$ cat config.mk
export PLATFORM = sky130hd
export DESIGN_NAME = clt_gauss_gen
export DESIGN_NICKNAME = d
export VERILOG_FILES = /design/src/rtl/clt_gauss_pkg.sv /design/src/rtl/clt_lfsr_src.sv /design/src/rtl/clt_ones_count.sv /design/src/rtl/clt_col_pipe.sv /design/src/rtl/clt_fill_ctr.sv /design/src/rtl/clt_gauss_gen.sv
export SDC_FILE = /design/constraint.sdc
export NUM_CORES = 1
export LEC_CHECK = 0
export BUFFER_PORTS_ARGS = -buffer_cell sky130_fd_sc_hd__buf_2
export CELL_PAD_IN_SITES_DETAIL_PLACEMENT = 2
export CELL_PAD_IN_SITES_GLOBAL_PLACEMENT = 2
export CORE_MARGIN = 2
export CORE_UTILIZATION = 27
export DETAILED_ROUTE_END_ITERATION = 6
export GPL_ROUTABILITY_DRIVEN = 1
export HOLD_SLACK_MARGIN = 0.06
export PLACE_DENSITY = 0.64
export SETUP_SLACK_MARGIN = 0.15
export SYNTH_ARGS = -nofsm -noshare
export SYNTH_HDL_FRONTEND = slang
export SYNTH_SLANG_ARGS = --single-unit
$ cat constraint.sdc
create_clock -name clk -period 5.7 [get_ports clk]
set_input_delay 0.285 -clock clk [delete_from_list [all_inputs] [get_ports clk]]
set_output_delay 0.285 -clock clk [all_outputs]
set_load 0.005 [all_outputs]
$ cat src/rtl/clt_gauss_pkg.sv
`timescale 1ns/1ps
package clt_gauss_pkg;
  // Source register width; the feedback taps below assume this width.
  localparam int unsigned SRC_W     = 16;
  localparam logic [15:0] SEED_STEP = 16'h3C5B;
  localparam logic [15:0] ZERO_SUB  = 16'hACE1;

  // One Fibonacci step: right shift, feedback enters at the top bit.
  function automatic logic [15:0] lfsr_step(input logic [15:0] s);
    return {s[0] ^ s[2] ^ s[3] ^ s[5], s[15:1]};
  endfunction

  // Per-source seed derivation with all-zero substitution.
  function automatic logic [15:0] seed_for(input logic [15:0] seed, input int unsigned idx);
    logic [15:0] m;
    m = seed ^ 16'((idx + 1) * SEED_STEP);
    if (m == 16'h0000) m = ZERO_SUB;
    return m;
  endfunction
endpackage

$ cat src/rtl/clt_lfsr_src.sv
`timescale 1ns/1ps
module clt_lfsr_src
  import clt_gauss_pkg::*;
#(
  parameter int unsigned IDX          = 0,
  parameter logic [15:0] DEFAULT_SEED = 16'hB5A3
) (
  input  logic        clk,
  input  logic        rst,
  input  logic        en,
  input  logic        load,
  input  logic [15:0] seed,
  output logic [15:0] word,
  output logic        enter_bit
);
  // Bit that becomes the new MSB on the next enabled step.
  logic [15:0] next_word;
  assign next_word = lfsr_step(word);
  assign enter_bit = next_word[SRC_W-1];

  always_ff @(posedge clk) begin
    if (rst)       word <= seed_for(DEFAULT_SEED, IDX);
    else if (load) word <= seed_for(seed, IDX);
    else if (en)   word <= next_word;
  end
endmodule

$ cat src/rtl/clt_ones_count.sv
`timescale 1ns/1ps
module clt_ones_count #(
  parameter int unsigned N  = 12,
  parameter int unsigned CW = $clog2(N + 1)
) (
  input  logic [N-1:0]  bits,
  output logic [CW-1:0] count
);
  always_comb begin
    count = '0;
    for (int i = 0; i < N; i++) count = count + CW'(bits[i]);
  end
endmodule

$ cat src/rtl/clt_col_pipe.sv
`timescale 1ns/1ps
module clt_col_pipe #(
  parameter int unsigned DEPTH = 16,
  parameter int unsigned CW    = 4,
  parameter int unsigned SUM_W = DEPTH + CW
) (
  input  logic             clk,
  input  logic             rst,
  input  logic             clear,
  input  logic             en,
  input  logic [CW-1:0]    top_count,
  output logic [SUM_W-1:0] weighted_sum
);
  logic [CW-1:0] col [DEPTH];

  always_ff @(posedge clk) begin
    if (rst || clear) begin
      for (int i = 0; i < DEPTH; i++) col[i] <= '0;
    end else if (en) begin
      col[DEPTH-1] <= top_count;
      for (int i = 0; i < DEPTH - 1; i++) col[i] <= col[i+1];
    end
  end

  // Weight each column count by its power of two.
  always_comb begin
    weighted_sum = '0;
    for (int i = 0; i < DEPTH; i++)
      weighted_sum = weighted_sum + (SUM_W'(col[i]) << i);
  end
endmodule

$ cat src/rtl/clt_fill_ctr.sv
`timescale 1ns/1ps
module clt_fill_ctr #(
  parameter int unsigned DEPTH = 16,
  localparam int unsigned FW   = $clog2(DEPTH + 1)
) (
  input  logic clk,
  input  logic rst,
  input  logic load,
  input  logic en,
  output logic full
);
  logic [FW-1:0] filled;

  always_ff @(posedge clk) begin
    if (rst || load)                    filled <= '0;
    else if (en && filled != FW'(DEPTH)) filled <= filled + 1'b1;
  end

  assign full = (filled == FW'(DEPTH));
endmodule

$ cat src/rtl/clt_gauss_gen.sv
`timescale 1ns/1ps
module clt_gauss_gen
  import clt_gauss_pkg::*;
#(
  parameter int unsigned N_SRC        = 12,
  parameter int unsigned FRAC_BITS    = 12,
  parameter logic [15:0] DEFAULT_SEED = 16'hB5A3
) (
  input  logic        clk,
  input  logic        rst,
  input  logic        en,
  input  logic        load,
  input  logic [15:0] seed,
  output logic [15:0] sample,
  output logic        valid
);
  localparam int unsigned CW    = $clog2(N_SRC + 1);
  localparam int unsigned SUM_W = SRC_W + CW;
  localparam int unsigned SHIFT = SRC_W - FRAC_BITS;
  localparam logic signed [SUM_W:0] OFFSET_V = (SUM_W + 1)'((N_SRC / 2) * (2 ** SRC_W));

  // Named internal events for the checker.
  logic [N_SRC*SRC_W-1:0] lfsr_bus;
  logic [N_SRC-1:0]       entering_bits;
  logic [CW-1:0]          entering_count;
  logic [SUM_W-1:0]       column_sum;
  logic                   pipe_full;

  for (genvar k = 0; k < N_SRC; k++) begin : g_src
    clt_lfsr_src #(.IDX(k), .DEFAULT_SEED(DEFAULT_SEED)) u_src (
      .clk(clk), .rst(rst), .en(en), .load(load), .seed(seed),
      .word(lfsr_bus[k*SRC_W +: SRC_W]), .enter_bit(entering_bits[k])
    );
  end

  clt_ones_count #(.N(N_SRC), .CW(CW)) u_ones (
    .bits(entering_bits), .count(entering_count)
  );

  clt_col_pipe #(.DEPTH(SRC_W), .CW(CW), .SUM_W(SUM_W)) u_pipe (
    .clk(clk), .rst(rst), .clear(load), .en(en),
    .top_count(entering_count), .weighted_sum(column_sum)
  );

  clt_fill_ctr #(.DEPTH(SRC_W)) u_fill (
    .clk(clk), .rst(rst), .load(load), .en(en), .full(pipe_full)
  );

  // Remove the mean and rescale the fraction sum to the output format.
  function automatic logic [15:0] center_scale(input logic [SUM_W-1:0] s);
    logic signed [SUM_W:0] c;
    c = $signed({1'b0, s}) - OFFSET_V;
    c = c >>> SHIFT;
    return c[15:0];
  endfunction

  assign sample = center_scale(column_sum);
  assign valid  = pipe_full;
endmodule

==> results of run 1 <==
cell usage after synthesis, drive strengths merged (3+ instances only):
master,number
a211o,3
a211oi,47
a21boi,39
a21o,17
a21oi,91
a311oi,3
a31oi,14
and2,18
and3,36
buf,29
clkbuf,53
dfxtp,197
edfxtp,63
fa,37
ha,38
inv,41
mux2,22
mux2i,57
nand2,80
nand2b,18
nand3,9
nand4,9
nor2,85
nor2b,45
nor3,9
nor4,7
o21a,3
o21ai,59
o21bai,42
o221ai,3
o22a,4
o22ai,24
o32a,3
or2,5
or3,4
xnor2,40
xor2,15
power by group through the flow:
stage	Clock (uW)	Combinational, uW	Sequential (uW)
floorplan	0	806	2140
global placement	0	1080	2170
detailed placement	0	1130	2180
CTS	2080	1150	2140
global route	2150	1290	2160
finish	2030	1130	2140
through the flow:
step                        util  area, sq um  cells  total power [uW]
after floorplan                -        12990   1292              2941
after global placement    0.2885        13750   1877              3257
after detailed placement  0.2885        13750   1877              3314
after CTS                 0.3105        14790   1933              5365
after global routing      0.3107        14800   1933              5605
final                     0.3107        14800   1933              5291
flip-flops by register name, indices dropped and copies added (netlist names):
signal	flops
g_src.u_src.word	192
u_fill.filled	5
u_pipe.col	63
how the worst max path moves through the flow:
stage | from | endpoint | slack (ns) | depth (start not counted)
final | u_pipe.col[0][2]$_SDFFCE_PN0P_ | sample[15] | 0.43 | 17
after global routing | u_pipe.col[0][2]$_SDFFCE_PN0P_ | sample[15] | 0.17 | 17
after CTS | u_pipe.col[0][2]$_SDFFCE_PN0P_ | sample[15] | 0.18 | 17
after detailed placement | u_pipe.col[0][5]$_SDFFCE_PN0P_ | sample[15] | 0.80 | 17
after global placement | u_pipe.col[0][2]$_SDFFCE_PN0P_ | sample[15] | 0.94 | 17
after floorplan | u_pipe.col[0][2]$_SDFFCE_PN0P_ | sample[15] | 1.31 | 16
layer usage:
layer | up-vias | share of wire | GRT usage
met2 | 140 | 0.47 | 0.2792
met5 | - | 0.00029 | 0
li1 | 4604 | - | -
met1 | 4856 | 0.47 | 0.2224
met3 | 70 | 0.035 | 0.02463
met4 | 2 | 0.031 | 0.05183
cell type report:
class                           instances  area [sq um]
Timing Repair Buffer                   52         314.1
Clock inverter                          9         77.57
Fill cell                            5222         32840
Multi-Input combinational cell        909          6681
Sequential cell                       260          5836
Clock buffer                           47         968.4
Inverter                               41         156.4
Tap cell                              615         769.5
worst max-delay path: cells and delay by family (launching register included):
family | cells | cell delay (ns)
AO/OA/AOI/OAI | 6 | 1.19
XOR/XNOR | 2 | 0.24
adder cells (fa/ha/maj) | 6 | 2.28
buffers and inverters | 2 | 0.17
flip-flops | 1 | 0.39
AND/OR/NAND/NOR | 1 | 0.14
kinds of logic after synthesis:
group,Yosys count,share of synthesized area
adder cells (fa/ha/maj),75,0.09366
multiplexers,79,0.06302
flip-flops,260,0.4494
AO/OA/AOI/OAI,362,0.1796
buffers and inverters,123,0.03719
XOR/XNOR,55,0.03710
AND/OR/NAND/NOR,338,0.1400
==> impl_metrics.csv, run 1 <==
group,metric,value,unit
outcome,outcome,"finished, final reports clean",
synth,synth_enable_flop_cells,63,
synth,synth_top_area_frac,0.3037,
synth,synth_area_leaders,"dfxtp_1, edfxtp_1, fa_1",
die,fp.dieArea,49860,sq um
detailed_routing,drtAntennaViolNets,0,
place,post-place-ws,0.8048,ns
synth,syn_area,12980,sq um
power,p_leak,0.006130,uW
worst_setup_path,path_class,"register to output pin",
clocking,cts_tree,"built",
worst_setup_path,cp_slowest_stage_delay,0.48,ns
die,die_h,223.3,um
synth,seq_area_frac_synth,0.4494,
clocking,cts_made_buffers,30,
clocking,ctsResizeCount,0,
timing,tightest_slew,1.147,ns
layout,area_delta_synth_final,14.00,%
power,p_sw,1559,uW
synth,synth_seq_cells,260,
detailed_routing,initialDrtViolationCount,448,
detailed_routing,route.detailed.drc,0,
synth,ys_warn_count,0,
layout,drive_gt1_frac,0.1153,
detailed_routing,dr.pass1.iters,5,
clocking,clock_path_buffers,3,
detailed_routing,dr_total_vias,9672,
layout,final_nets,1389,
power,pwr-share-clk,0.383,
clocking,post_cts_buffers,0,
global_routing,grt_start_max_net_pins,82,
hold_path,whs_endpoint,"g_src[7].u_src.word[7]$_SDFFE_PP0P_",
synth,synthDistinctLibCells,66,
power,power_frac_comb,0.213,
synth,yosysTopAreaCell,"dfxtp_1",
die,start_util,0.2725,
synth,async_flop_share,0,
global_routing,antenna_found_initial,1,
synth,syn_nets,1387,
clocking,cts.clk_slew.worst_paths,0.06,ns
timing,max_slew_margin,0.2285,
place,dp.final_hpwl,28360,um
worst_setup_path,r2r_setup_slack,1.60,ns
clocking,postCtsHoldBufs,0,
worst_setup_path,crit_fanout,3,
power,powerDensity,357.4,nW/um^2
worst_setup_path,path_cells,"ha_1 > a31o_2 > a21oi_1 > xor2_1 > fa_1 > inv_1 > fa_1 > fa_1 > ha_1 > fa_2 > a211o_1 > a21oi_2 > a21oi_2 > nand3_1 > a31oi_1 > xnor2_1 > buf_2",
die,num_rows,80,
timing,report.final.slew_viol_count,0,
die,num_io_pins,37,
synth,netlist_instances,1292,
clocking,htree_levels,1,
power,power_frac_seq,0.404,
worst_setup_path,rr_worst_depth,12,
timing,rsz0062_at_grt,"false",
power,swShare,0.2946,
place,numPortBuffers,36,
timing,setup-tns-final,0,ns
worst_setup_path,cp-end-kind,"output pin",
timing,hold_violations,0,
die,fp.coreArea,47650,sq um
worst_setup_path,cp-start-kind,"register",
clocking,cts-root-buf,"clkbuf_16",
power,intPower,3733,uW
clocking,clkSinkCount,260,
global_routing,globalRouteOverflowTotal,0,
hold_path,hp-class,"input pin to register",
place,gp_congestion,0.8136,
die,die_x,223.3,um
global_routing,first_global_vias,10570,
layout,antenna_cells,0,
hold_path,whs_path_depth,2,
synth,synth.avg_cell_area,10.05,sq um
timing,period_needed,5.269,ns
detailed_routing,wire_per_inst,21.33,um
worst_setup_path,crit_path_frequent_cell,"fa_1",
clocking,clkLatencyLatePin,0.59,ns
worst_setup_path,cp.required,5.41,ns
detailed_routing,routed_wl,41220,um
global_routing,grt_pass1_wl,64670,um
run,cap_violations,0,
layout,final_cell_mix,"dfxtp_1, a21oi_1, nor2_1",
worst_setup_path,critPathSlowestCell,"fa_1",
worst_setup_path,timing.rr.start,"g_src[1].u_src.word[3]$_SDFFE_PP0P_",
timing,setup_viol,0,
timing,min_period_over_period,0.9244,
hold_path,min_from,"rst",
detailed_routing,via_per_inst,5.004,
timing,fin_ws,0.4310,ns
worst_setup_path,r2r-end,"u_pipe.col[7][6]$_SDFFCE_PN0P_",
layout,final_common_cell,"dfxtp_1",
synth,synth_ff_type,"dfxtp_1",
power,ir_drop,216.6,uV
timing,fin_skew,0.03584,ns
timing,max_freq,189.8,MHz
timing,worst_hold_slack,0.09790,ns
worst_setup_path,crit_arrival,4.98,ns
global_routing,grt_usage,0.1669,
Power figures use the tool's default switching activity.
==> run 2, diff against run 1 <==
--- a/config.mk
+++ b/config.mk
@@ -5,14 +5,13 @@
 export SDC_FILE = /design/constraint.sdc
 export NUM_CORES = 1
 export LEC_CHECK = 0
-export BUFFER_PORTS_ARGS = -buffer_cell sky130_fd_sc_hd__buf_2
+export BUFFER_PORTS_ARGS = -buffer_cell sky130_fd_sc_hd__buf_4
 export CELL_PAD_IN_SITES_DETAIL_PLACEMENT = 2
 export CELL_PAD_IN_SITES_GLOBAL_PLACEMENT = 2
 export CORE_MARGIN = 2
 export CORE_UTILIZATION = 27
 export DETAILED_ROUTE_END_ITERATION = 6
 export GPL_ROUTABILITY_DRIVEN = 1
-export HOLD_SLACK_MARGIN = 0.06
 export PLACE_DENSITY = 0.64
 export SETUP_SLACK_MARGIN = 0.15
 export SYNTH_ARGS = -nofsm -noshare
==> run 2 against run 1 <==
  * Fmax increased by 0.27%
  * Clock power decreased by 7%
  * Sequential power about the same
==> impl_metrics.csv, run 2 (synthesis gave the netlist of run 1 again) <==
group,metric,value,unit
worst_setup_path,crit_path_frequent_cell,"fa_1",
timing,min_period_over_period,0.9219,
outcome,outcome,"finished, final reports clean",
layout,largestRegisters,"g_src.u_src.word x192, u_pipe.col x63, u_fill.filled x5",
detailed_routing,wl_met3,1126,um
die,die_x,223.3,um
layout,final_cell_mix,"dfxtp_1, a21oi_1, nor2_1",
power,p_leak,0.006097,uW
place,post-place-ws,0.7621,ns
layout,drive_gt1_frac,0.1096,
timing,fin_ws,0.4454,ns
worst_setup_path,r2r_setup_slack,1.70,ns
die,fp.coreArea,47650,sq um
detailed_routing,initialDrtViolationCount,387,
detailed_routing,routed.top_layer,"met4",
clocking,cts_made_buffers,31,
timing,rsz0062_at_grt,"false",
global_routing,globalRouteOverflowTotal,0,
place,dp.cells,1876,
layout,stdcell_count,1929,
worst_setup_path,timing.rr.start,"g_src[1].u_src.word[5]$_SDFFE_PP0P_",
detailed_routing,dr.pass1.iters,4,
place,dp.final_hpwl,27720,um
clocking,cts.clk_slew.worst_paths,0.06,ns
timing,period_needed,5.255,ns
timing,max_freq,190.3,MHz
die,num_rows,80,
die,start_util,0.2725,
power,ir_drop,210.5,uV
run,cap_violations,0,
place,numPortBuffers,36,
worst_setup_path,cp.required,5.41,ns
place,gp_congestion,0.8145,
clocking,clock_path_buffers,3,
timing,fin_skew,0.02927,ns
layout,largest_reg_flops,192,
clocking,cts_tree,"built",
global_routing,first_global_vias,10360,
detailed_routing,routed-wl-met2,19000,um
clocking,cts-root-buf,"clkbuf_16",
worst_setup_path,cp_slowest_stage_delay,0.50,ns
clocking,post_cts_buffers,0,
hold_path,whs_endpoint,"g_src[2].u_src.word[15]$_SDFFE_PP0P_",
layout,antenna_cells,0,
layout,area_delta_synth_final,14.00,%
detailed_routing,drtAntennaViolNets,0,
clocking,clkSinkCount,260,
worst_setup_path,cp-start-kind,"register",
worst_setup_path,path_cells,"ha_1 > a31o_2 > a21oi_1 > xor2_1 > fa_1 > inv_1 > fa_1 > fa_1 > ha_2 > fa_2 > a211o_1 > a21oi_2 > a21oi_2 > a31oi_1 > xnor2_1 > buf_4",
die,die_h,223.3,um
global_routing,grt_usage,0.1638,
detailed_routing,via_per_inst,5.011,
layout,final_common_cell,"dfxtp_1",
worst_setup_path,cp-end-kind,"output pin",
global_routing,antenna_found_initial,2,
die,fp.dieArea,49860,sq um
worst_setup_path,r2r-end,"u_pipe.col[7][6]$_SDFFCE_PN0P_",
detailed_routing,dr_total_vias,9667,
worst_setup_path,path_class,"register to output pin",
timing,setup-tns-final,0,ns
timing,tightest_slew,1.071,ns
detailed_routing,routed_wl,40570,um
layout,registers.top_by_ff_count,"g_src.u_src.word",
timing,hold_violations,0,
power,powerDensity,349.4,nW/um^2
timing,max_slew_margin,0.2793,
worst_setup_path,crit_arrival,4.97,ns
clocking,postCtsHoldBufs,0,
global_routing,grt_start_max_net_pins,159,
layout,final_nets,1389,
worst_setup_path,rr_worst_depth,12,
hold_path,hp-class,"input pin to register",
hold_path,whs_path_depth,2,
global_routing,grt_pass1_wl,63480,um
die,num_io_pins,37,
detailed_routing,wire_per_inst,21.03,um
detailed_routing,wirelength_met1,19540,um
hold_path,min_from,"seed[15]",
worst_setup_path,critPathSlowestCell,"fa_1",
clocking,clkLatencyLatePin,0.59,ns
clocking,htree_levels,1,
worst_setup_path,crit_fanout,3,
timing,report.final.slew_viol_count,0,
timing,setup_viol,0,
detailed_routing,route.detailed.drc,0,
run 2: cell count changes in the layout (fill, tap and decap cells not counted), sizes merged:
cell / before / now
clkbuf: 48 / 50
buf: 51 / 50
bufinv: 1 / 0
clkinv: 8 / 3
inv: 41 / 42
run 2: final cells by class:
cell class | count | area, sq um
fill | 5255 | 32840
multi-input combinational | 909 | 6689
clock inverter | 4 | 23.77
inverter | 41 | 156.4
sequential | 260 | 5836
clock buffer | 49 | 927.1
tap | 615 | 769.5
timing repair buffer | 51 | 401.6
run 2: routing by layer:
layer  vias to the layer above  global-route usage
met2                       114              0.2742
li1                       4604                   -
met1                      4897              0.2274
met5                         -                   0
met3                        52             0.01778
met4                         0             0.03656
run 2: repair_timing:
action | in CTS | in global routing
setup endpoints to repair | 1 | 3
pin swaps | 0 | 2
gates resized for setup | 1 | 4
run 2: metrics by stage:
stage / utilization / total power [uW] / instance area (sq um) / hold slack, ns
after floorplan: - / 2941 / 12990 / 0.3937
after global placement: 0.2904 / 3283 / 13830 / 0.4315
after detailed placement: 0.2904 / 3324 / 13830 / 0.4412
after CTS: 0.3104 / 5255 / 14790 / 0.001390
after global routing: 0.3107 / 5485 / 14800 / 0.02070
final: 0.3107 / 5172 / 14800 / 0.03152
run 2: worst max path at each step:
stage                                               from    endpoint  cells after the start
after floorplan           u_pipe.col[0][2]$_SDFFCE_PN0P_  sample[15]                     16
final                     u_pipe.col[0][2]$_SDFFCE_PN0P_  sample[11]                     16
after detailed placement  u_pipe.col[0][2]$_SDFFCE_PN0P_  sample[15]                     17
after CTS                 u_pipe.col[0][2]$_SDFFCE_PN0P_  sample[15]                     17
after global routing      u_pipe.col[0][5]$_SDFFCE_PN0P_  sample[15]                     17
after global placement    u_pipe.col[0][2]$_SDFFCE_PN0P_  sample[15]                     17
run 2: power by group:
| group | internal, uW | switching, uW | leakage [uW] | total (uW) |
|---|---|---|---|---|
| clock network | 1100 | 794 | 0.000471 | 1890 |
| logic | 516 | 626 | 0.00325 | 1140 |
| registers | 2040 | 101 | 0.00237 | 2140 |
| total | 3650 | 1520 | 0.00610 | 5170 |
run 2: critical path, delay by kind of cell (launching register included):
| kind | cells | cell delay (ns) |
|---|---|---|
| AO/OA/AOI/OAI | 6 | 1.30 |
| XOR/XNOR | 2 | 0.26 |
| adder cells (fa/ha/maj) | 6 | 2.23 |
| buffers and inverters | 2 | 0.22 |
| flip-flops | 1 | 0.40 |
